<file path="config.mk">
export PLATFORM = sky130hd
export DESIGN_NAME = cam_byte_unpacker
export DESIGN_NICKNAME = d
export VERILOG_FILES = /design/src/rtl/cbu_pkg.sv /design/src/rtl/cbu_sampler.sv /design/src/rtl/cbu_assembler.sv /design/src/rtl/cbu_out_queue.sv /design/src/rtl/cam_byte_unpacker.sv
export SDC_FILE = /design/constraint.sdc
export NUM_CORES = 1
export LEC_CHECK = 0
export BUFFER_PORTS_ARGS = -buffer_cell sky130_fd_sc_hd__buf_2
export CAP_MARGIN = 0
export CORE_ASPECT_RATIO = 0.7
export CORE_MARGIN = 2
export CORE_UTILIZATION = 30
export CTS_BUF_LIST = sky130_fd_sc_hd__clkbuf_4
export DETAILED_ROUTE_END_ITERATION = 8
export GPL_ROUTABILITY_DRIVEN = 0
export PLACE_DENSITY_LB_ADDON = 0.15
export SLEW_MARGIN = 10
export SYNTH_ARGS = -nofsm -noshare
export SYNTH_HDL_FRONTEND = slang
export SYNTH_HIERARCHICAL = 1
export SYNTH_SLANG_ARGS = --single-unit
</file>
<file path="constraint.sdc">
create_clock -name clk -period 4.3 [get_ports clk]
set_input_delay 0.43 -clock clk [delete_from_list [all_inputs] [get_ports clk]]
set_output_delay 0.43 -clock clk [all_outputs]
set_load 0.01 [all_outputs]
</file>
<file path="src/rtl/cbu_pkg.sv">
package cbu_pkg;
  typedef struct packed {
    logic       sof;
    logic       sol;
    logic [7:0] c0;
    logic [7:0] c1;
    logic [7:0] c2;
  } pix_t;

  typedef struct packed {
    logic [7:0] y0;
    logic [7:0] y1;
    logic [7:0] u;
    logic [7:0] v;
  } ycc_t;

  typedef struct packed {
    logic [4:0] r;
    logic [5:0] g;
    logic [4:0] b;
  } rgb_t;

  // Pull luma/chroma out of a 4-byte group; q3 is the byte arriving now.
  function automatic ycc_t ycc_split(input logic [1:0] ord, input logic [7:0] q0, q1, q2, q3);
    ycc_t s;
    case (ord)
      2'd0: begin s.y0 = q0; s.u = q1; s.y1 = q2; s.v = q3; end
      2'd1: begin s.y0 = q0; s.v = q1; s.y1 = q2; s.u = q3; end
      2'd2: begin s.u = q0; s.y0 = q1; s.v = q2; s.y1 = q3; end
      default: begin s.v = q0; s.y0 = q1; s.u = q2; s.y1 = q3; end
    endcase
    return s;
  endfunction

  // Rebuild 5/6/5 fields from a byte pair; q1 is the byte arriving now.
  function automatic rgb_t rgb_split(input logic [1:0] ord, input logic [7:0] q0, q1);
    rgb_t s;
    case (ord)
      2'd0: begin s.r = q0[7:3]; s.g = {q0[2:0], q1[7:5]}; s.b = q1[4:0]; end
      2'd1: begin s.b = q0[7:3]; s.g = {q0[2:0], q1[7:5]}; s.r = q1[4:0]; end
      2'd2: begin s.b = q0[4:0]; s.g = {q1[2:0], q0[7:5]}; s.r = q1[7:3]; end
      default: begin s.r = q0[4:0]; s.g = {q1[2:0], q0[7:5]}; s.b = q1[7:3]; end
    endcase
    return s;
  endfunction
endpackage

</file>
<file path="src/rtl/cbu_sampler.sv">
module cbu_sampler #(
  parameter int SYNC_STAGES = 2,
  parameter int DW          = 8
) (
  input  logic          clk,
  input  logic          rst_n,
  input  logic          cfg_rise_edge,
  input  logic          cfg_hs_high,
  input  logic          cfg_vs_high,
  input  logic          sen_pclk,
  input  logic [DW-1:0] sen_data,
  input  logic          sen_hsync,
  input  logic          sen_vsync,
  output logic          stb,
  output logic [DW-1:0] smp_byte,
  output logic          smp_line,
  output logic          smp_blank
);
  localparam int BUS_W = DW + 3;

  logic [SYNC_STAGES-1:0][BUS_W-1:0] stage;
  logic [BUS_W-1:0] bus_s;
  logic             pclk_prev;
  logic             edge_hit;

  // All sensor pins share the same synchronizer depth, so they stay aligned.
  always_ff @(posedge clk or negedge rst_n) begin
    if (!rst_n) begin
      stage <= '0;
    end else begin
      stage[0] <= {sen_pclk, sen_hsync, sen_vsync, sen_data};
      for (int i = 1; i < SYNC_STAGES; i++) stage[i] <= stage[i-1];
    end
  end

  assign bus_s    = stage[SYNC_STAGES-1];
  assign edge_hit = cfg_rise_edge ? (bus_s[DW+2] && !pclk_prev)
                                  : (!bus_s[DW+2] && pclk_prev);

  always_ff @(posedge clk or negedge rst_n) begin
    if (!rst_n) begin
      pclk_prev <= 1'b0;
      stb       <= 1'b0;
      smp_byte  <= '0;
      smp_line  <= 1'b0;
      smp_blank <= 1'b0;
    end else begin
      pclk_prev <= bus_s[DW+2];
      stb       <= edge_hit;
      if (edge_hit) begin
        smp_byte  <= bus_s[DW-1:0];
        smp_line  <= (bus_s[DW+1] == cfg_hs_high);
        smp_blank <= (bus_s[DW] == cfg_vs_high);
      end
    end
  end
endmodule

</file>
<file path="src/rtl/cbu_assembler.sv">
module cbu_assembler
  import cbu_pkg::*;
(
  input  logic       clk,
  input  logic       rst_n,
  input  logic       cfg_rgb,
  input  logic [1:0] cfg_order,
  input  logic       cfg_mono,
  input  logic       stb,
  input  logic [7:0] smp_byte,
  input  logic       smp_line,
  input  logic       smp_blank,
  output logic [1:0] push_n,
  output pix_t       push_a,
  output pix_t       push_b,
  input  logic       push_ok
);
  logic [1:0] phase;
  logic [7:0] q0, q1, q2;
  logic       sof_pend, sol_pend;
  logic       data_beat;
  ycc_t       ys;
  rgb_t       rs;

  assign data_beat = stb && !smp_blank && smp_line;
  assign ys        = ycc_split(cfg_order, q0, q1, q2, smp_byte);
  assign rs        = rgb_split(cfg_order, q0, smp_byte);

  always_comb begin
    push_n = 2'd0;
    push_a = '0;
    push_b = '0;
    if (data_beat) begin
      if (cfg_rgb) begin
        if (phase[0]) begin
          push_n = 2'd1;
          push_a = '{sof_pend, sol_pend, {3'b000, rs.r}, {2'b00, rs.g}, {3'b000, rs.b}};
        end
      end else if (cfg_mono) begin
        // Luma sits on even bytes for orders 0/1 and on odd bytes for 2/3.
        if (phase[0] == cfg_order[1]) begin
          push_n = 2'd1;
          push_a = '{sof_pend, sol_pend, smp_byte, 8'h00, 8'h00};
        end
      end else if (phase == 2'd3) begin
        push_n = 2'd2;
        push_a = '{sof_pend, sol_pend, ys.y0, ys.u, ys.v};
        push_b = '{1'b0, 1'b0, ys.y1, ys.u, ys.v};
      end
    end
  end

  always_ff @(posedge clk or negedge rst_n) begin
    if (!rst_n) begin
      phase    <= 2'd0;
      q0       <= '0;
      q1       <= '0;
      q2       <= '0;
      sof_pend <= 1'b0;
      sol_pend <= 1'b0;
    end else if (stb) begin
      if (smp_blank) begin
        phase    <= 2'd0;
        sof_pend <= 1'b1;
        sol_pend <= 1'b1;
      end else if (!smp_line) begin
        phase    <= 2'd0;
        sol_pend <= 1'b1;
      end else begin
        case (phase)
          2'd0:    q0 <= smp_byte;
          2'd1:    q1 <= smp_byte;
          2'd2:    q2 <= smp_byte;
          default: ;
        endcase
        phase <= cfg_rgb ? {1'b0, ~phase[0]} : phase + 2'd1;
        if (push_n != 2'd0 && push_ok) begin
          sof_pend <= 1'b0;
          sol_pend <= 1'b0;
        end
      end
    end
  end
endmodule

</file>
<file path="src/rtl/cbu_out_queue.sv">
module cbu_out_queue
  import cbu_pkg::*;
#(
  parameter int DEPTH = 4
) (
  input  logic       clk,
  input  logic       rst_n,
  input  logic [1:0] push_n,
  input  pix_t       push_a,
  input  pix_t       push_b,
  output logic       push_ok,
  output logic       out_valid,
  input  logic       out_ready,
  output pix_t       out_pix
);
  localparam int AW = (DEPTH > 2) ? $clog2(DEPTH) : 1;
  localparam int CW = $clog2(DEPTH + 1);

  pix_t          mem [DEPTH];
  logic [AW-1:0] wr_ptr, rd_ptr;
  logic [CW-1:0] count, free_n;
  logic          pop, take;

  assign free_n    = CW'(DEPTH) - count;
  assign push_ok   = CW'(push_n) <= free_n;
  assign take      = (push_n != 2'd0) && push_ok;
  assign out_valid = count != '0;
  assign pop       = out_valid && out_ready;
  assign out_pix   = mem[rd_ptr];

  always_ff @(posedge clk) begin
    if (take) begin
      mem[wr_ptr] <= push_a;
      if (push_n == 2'd2) mem[wr_ptr + AW'(1)] <= push_b;
    end
  end

  always_ff @(posedge clk or negedge rst_n) begin
    if (!rst_n) begin
      wr_ptr <= '0;
      rd_ptr <= '0;
      count  <= '0;
    end else begin
      if (take) wr_ptr <= wr_ptr + AW'(push_n);
      if (pop)  rd_ptr <= rd_ptr + AW'(1);
      count <= count + (take ? CW'(push_n) : CW'(0)) - CW'(pop);
    end
  end
endmodule

</file>
<file path="src/rtl/cam_byte_unpacker.sv">
module cam_byte_unpacker
  import cbu_pkg::*;
#(
  parameter int SYNC_STAGES = 2,
  parameter int FIFO_DEPTH  = 4
) (
  input  logic       clk,
  input  logic       rst_n,
  input  logic       cfg_rgb,
  input  logic [1:0] cfg_order,
  input  logic       cfg_rise_edge,
  input  logic       cfg_hs_high,
  input  logic       cfg_vs_high,
  input  logic       cfg_mono,
  input  logic       sen_pclk,
  input  logic [7:0] sen_data,
  input  logic       sen_hsync,
  input  logic       sen_vsync,
  output logic       out_valid,
  input  logic       out_ready,
  output logic [7:0] out_c0,
  output logic [7:0] out_c1,
  output logic [7:0] out_c2,
  output logic       out_sol,
  output logic       out_sof
);
  logic       stb, smp_line, smp_blank, push_ok;
  logic [7:0] smp_byte;
  logic [1:0] push_n;
  pix_t       push_a, push_b, head;

  cbu_sampler #(.SYNC_STAGES(SYNC_STAGES), .DW(8)) u_smp (
    .clk(clk), .rst_n(rst_n), .cfg_rise_edge(cfg_rise_edge),
    .cfg_hs_high(cfg_hs_high), .cfg_vs_high(cfg_vs_high),
    .sen_pclk(sen_pclk), .sen_data(sen_data), .sen_hsync(sen_hsync),
    .sen_vsync(sen_vsync), .stb(stb), .smp_byte(smp_byte),
    .smp_line(smp_line), .smp_blank(smp_blank)
  );

  cbu_assembler u_asm (
    .clk(clk), .rst_n(rst_n), .cfg_rgb(cfg_rgb), .cfg_order(cfg_order),
    .cfg_mono(cfg_mono), .stb(stb), .smp_byte(smp_byte),
    .smp_line(smp_line), .smp_blank(smp_blank), .push_n(push_n),
    .push_a(push_a), .push_b(push_b), .push_ok(push_ok)
  );

  cbu_out_queue #(.DEPTH(FIFO_DEPTH)) u_q (
    .clk(clk), .rst_n(rst_n), .push_n(push_n), .push_a(push_a),
    .push_b(push_b), .push_ok(push_ok), .out_valid(out_valid),
    .out_ready(out_ready), .out_pix(head)
  );

  assign out_c0  = head.c0;
  assign out_c1  = head.c1;
  assign out_c2  = head.c2;
  assign out_sol = head.sol;
  assign out_sof = head.sof;
endmodule

</file>
==> metrics.cfg <==
[outcome]
status = complete, no violations

[yosys]
ys_ff_latch = 173
synth_top_family_by_area = multiplexers
synth_cells = 661
synth_xor_area_share_pct = 0.7083
synth-edff-count = 104
ys_warn_count = 6
synth_compound_area_share_pct = 4.528
synthDistinctLibCells = 56
synth_top_area_share_pct = 31.57
avgSynthCellArea_um2 = 14.97
synth_flop_cell = edfxtp_1
syn_area_um2 = 9892
synth.largest_area_cell = edfxtp_1
yosysMostFrequentCell = edfxtp_1
yosys.area_share.adder_pct = 1.720
async_flop_share_pct = 39.88
yosysSeqAreaShare_pct = 49.03
synth_common_cells = 104 x edfxtp_1, 70 x mux2_2, 69 x dfrtp_1, 60 x mux2_4, 51 x mux4_2
synth_mux_area_share_pct = 31.18
synth_area_leaders = edfxtp_1 32%, dfrtp_1 17%, mux4_2 12%, mux2_4 9.1%, mux2_2 8.0%
synthSimpleGateAreaFrac_pct = 7.374

[worst_setup_path]
reg2reg_depth = 10
timing.rr.end = u_q/mem[0][4]
cpLargestDelayFamily = simple AND/OR/NAND/NOR gates
start_kind = register
path_class = reg2reg
path_buf_inv = 2
crit_end = u_q/mem[0][4]
max_stage_delay_ns = 0.58
worstPathCellList = ha_1, nand2b_1, or2_4, clkinv_4, ha_1, nor2b_4, o211a_4, inv_8, and3_4, mux2_2
worst_setup_path_end_kind = register
r2r-start = u_asm/phase[0]
critical_path_arrival_ns = 3.97
critical_path.slowest_cell = and3_4
required_ns = 4.65
regToRegSetupSlack_ns = 0.68
path_max_fanout = 30
cp.depth = 10
critPathMostFrequentCell = ha_1
setup.worst_path.start = u_asm/phase[0]

[placement]
dpl.hpwl_mm = 15.08
dp_slack_ns = 0.7167
io_buffers = 47

[grt]
grt_max_degree = 49
grt_first_pass_wirelength_mm = 35.76
antenna_found_initial = 2
track_usage_pct = 13.75
grt_pass1_vias = 5840
grt_overflow = 0

[routing]
antenna_left = 0
wirelength_mm = 22.78
drt-vias-per-instance = 4.904
wl_per_cell_um = 20.01
via_count = 5581
first_iter_violations = 272
dr.pass1.iters = 4
post-route-drc-count = 0

[floorplan]
core_um2 = 32410
die_x_um = 221.0
start_util_pct = 30.52
row_count = 55
fp.dieH_um = 155.9
die_area_um2 = 34460
io_pins = 48

[timing]
skew_ns = 0.03283
timing.setup.tns_ns = 0
relSlewSlack_pct = 30.36
rsz0062_at_grt = no
finalSetupViolations = 0
layout_setup_ws_ns = 0.6759
worstMarginPinSlew_ns = 1.045
max_freq_mhz = 275.9
finalMaxSlewViolations = 0
fin_crit_sh_pct = 84.28
hold_violations = 0
fin_crit_ns = 3.624

[finish]
fillers = 3178
final_net_count = 728
final_util_pct = 33.06
syn2layout_area_growth_pct = 8.310
layout-drive-gt1-share_pct = 42.43

[job]
drv_cap = 0

[clocking]
root_buffer = clkbuf_4
clk_pin_slew_ns = 0.15
cts_buffers = 17
insertion_delay_ns = 0.61
cts_tree = yes
cts_sinks = 173
cts_max_level = 4
cts_buffer_depth = 2
cts_setup_buffers = 0

[pwr]
irDropWorstVdd_v = 0.0002369
leakagePower_nw = 4.165
p_per_area_nw_per_um2 = 407.4

[min_path]
hold_class = in2reg

==> per-layer routing <==
| layer | track usage [%] | share of wire, % | vias up |
|---|---|---|---|
| met5 | 0 | 0.044 | - |
| met1 | 20.02 | 51 | 2875 |
| met3 | 3.503 | 5.0 | 16 |
| li1 | - | - | 2574 |
| met2 | 20.51 | 43 | 114 |
| met4 | 3.164 | 0.93 | 2 |
==> worst reg2reg max path, stage by stage (launching register included) <==
cell and delay (ns):
dfrtp_1 0.47, ha_1 0.22, nand2b_1 0.26, or2_4 0.30, clkinv_4 0.24, ha_1 0.38, nor2b_4 0.13, o211a_4 0.27
inv_8 0.11, and3_4 0.58, mux2_2 0.42
==> power by group <==
group	internal [mW]	switching (mW)
Sequential	1.90	0.352
Clock	0.303	0.625
Combinational	0.671	0.509
==> kinds of logic after synthesis <==
kind of cell,count (synthesis)
flip-flops,173
XOR/XNOR,8
AO/OA/AOI/OAI,68
multiplexers,204
adder cells (fa/ha/maj),13
AND/OR/NAND/NOR,117
buffers and inverters,77
other,1
==> cell type report <==
| cell class | instances | area [um2] | share of cell area [%] |
|---|---|---|---|
| Tap cell | 427 | 534.3 | 4.987 |
| Timing Repair Buffer | 71 | 445.4 | 4.157 |
| Multi-Input combinational cell | 412 | 4519 | 42.18 |
| Antenna cell | 4 | 10.01 | 0.09343 |
| Sequential cell | 173 | 4851 | 45.28 |
| Inverter | 19 | 83.83 | 0.7824 |
| Clock buffer | 18 | 135.1 | 1.261 |
| Clock inverter | 14 | 135.1 | 1.261 |
==> through the flow <==
step	hold WS, ns	area (um2)	cells	power (mW)
CTS	0.05017	10700	1134	4.435
global route	0.06034	10710	1138	4.631
global placement	0.3347	10310	1090	3.468
finish	0.1256	10710	1138	4.365
detailed placement	0.3355	10310	1090	3.490
floorplan	0.1344	9896	662	3.060
==> how the worst min path moves through the flow <==
stage	from	end	cells past startpoint
after global placement	u_smp/stage[8]	u_smp/bus_s[8]	0
after floorplan	rst_n	u_asm/phase[0]	0
after global routing	cfg_vs_high	u_smp/smp_blank	4
after detailed placement	u_smp/stage[2]	u_smp/bus_s[2]	0
final	cfg_hs_high	u_smp/smp_line	4
after CTS	cfg_hs_high	u_smp/smp_line	4
==> cells in the final DEF (no fill, tap or decap), types with 9 or more instances in the layout <==
master and n:
a21oi_1 9, and2_4 10, buf_2 47, buf_4 12, clkbuf_4 18, dfrtp_1 68, dlygate4sd3_1 12, edfxtp_1 104
ha_1 12, inv_1 16, mux2_2 70, mux2_4 60, mux2i_1 22, mux4_2 51, nand2_1 21, nor2_1 20
nor2b_1 17, o21ai_1 21, o311a_1 10
==> flip-flops by register name, indices dropped and copies added, names as in the netlist <==
| signal | count |
|---|---|
| u_asm/q1 | 8 |
| u_smp/stb | 1 |
| u_asm/sof_pend | 1 |
| u_smp/smp_byte | 8 |
| u_smp/pclk_prev | 1 |
| u_q/mem | 104 |
| u_q/wr_ptr | 2 |
| u_smp/stage | 11 |
| u_smp/smp_line | 1 |
| u_asm/q2 | 8 |
| u_q/count | 3 |
| u_asm/sol_pend | 1 |
| u_smp/smp_blank | 1 |
| u_asm/q0 | 8 |
| u_smp/bus_s | 11 |
| u_asm/phase | 2 |
| u_q/rd_ptr | 2 |
==> what timing repair did <==
action	CTS	global route
resized for setup	0	0
hold buffers	12	0
hold endpoints to repair	51	0
No activity file was read; power rests on OpenSTA's default activity.
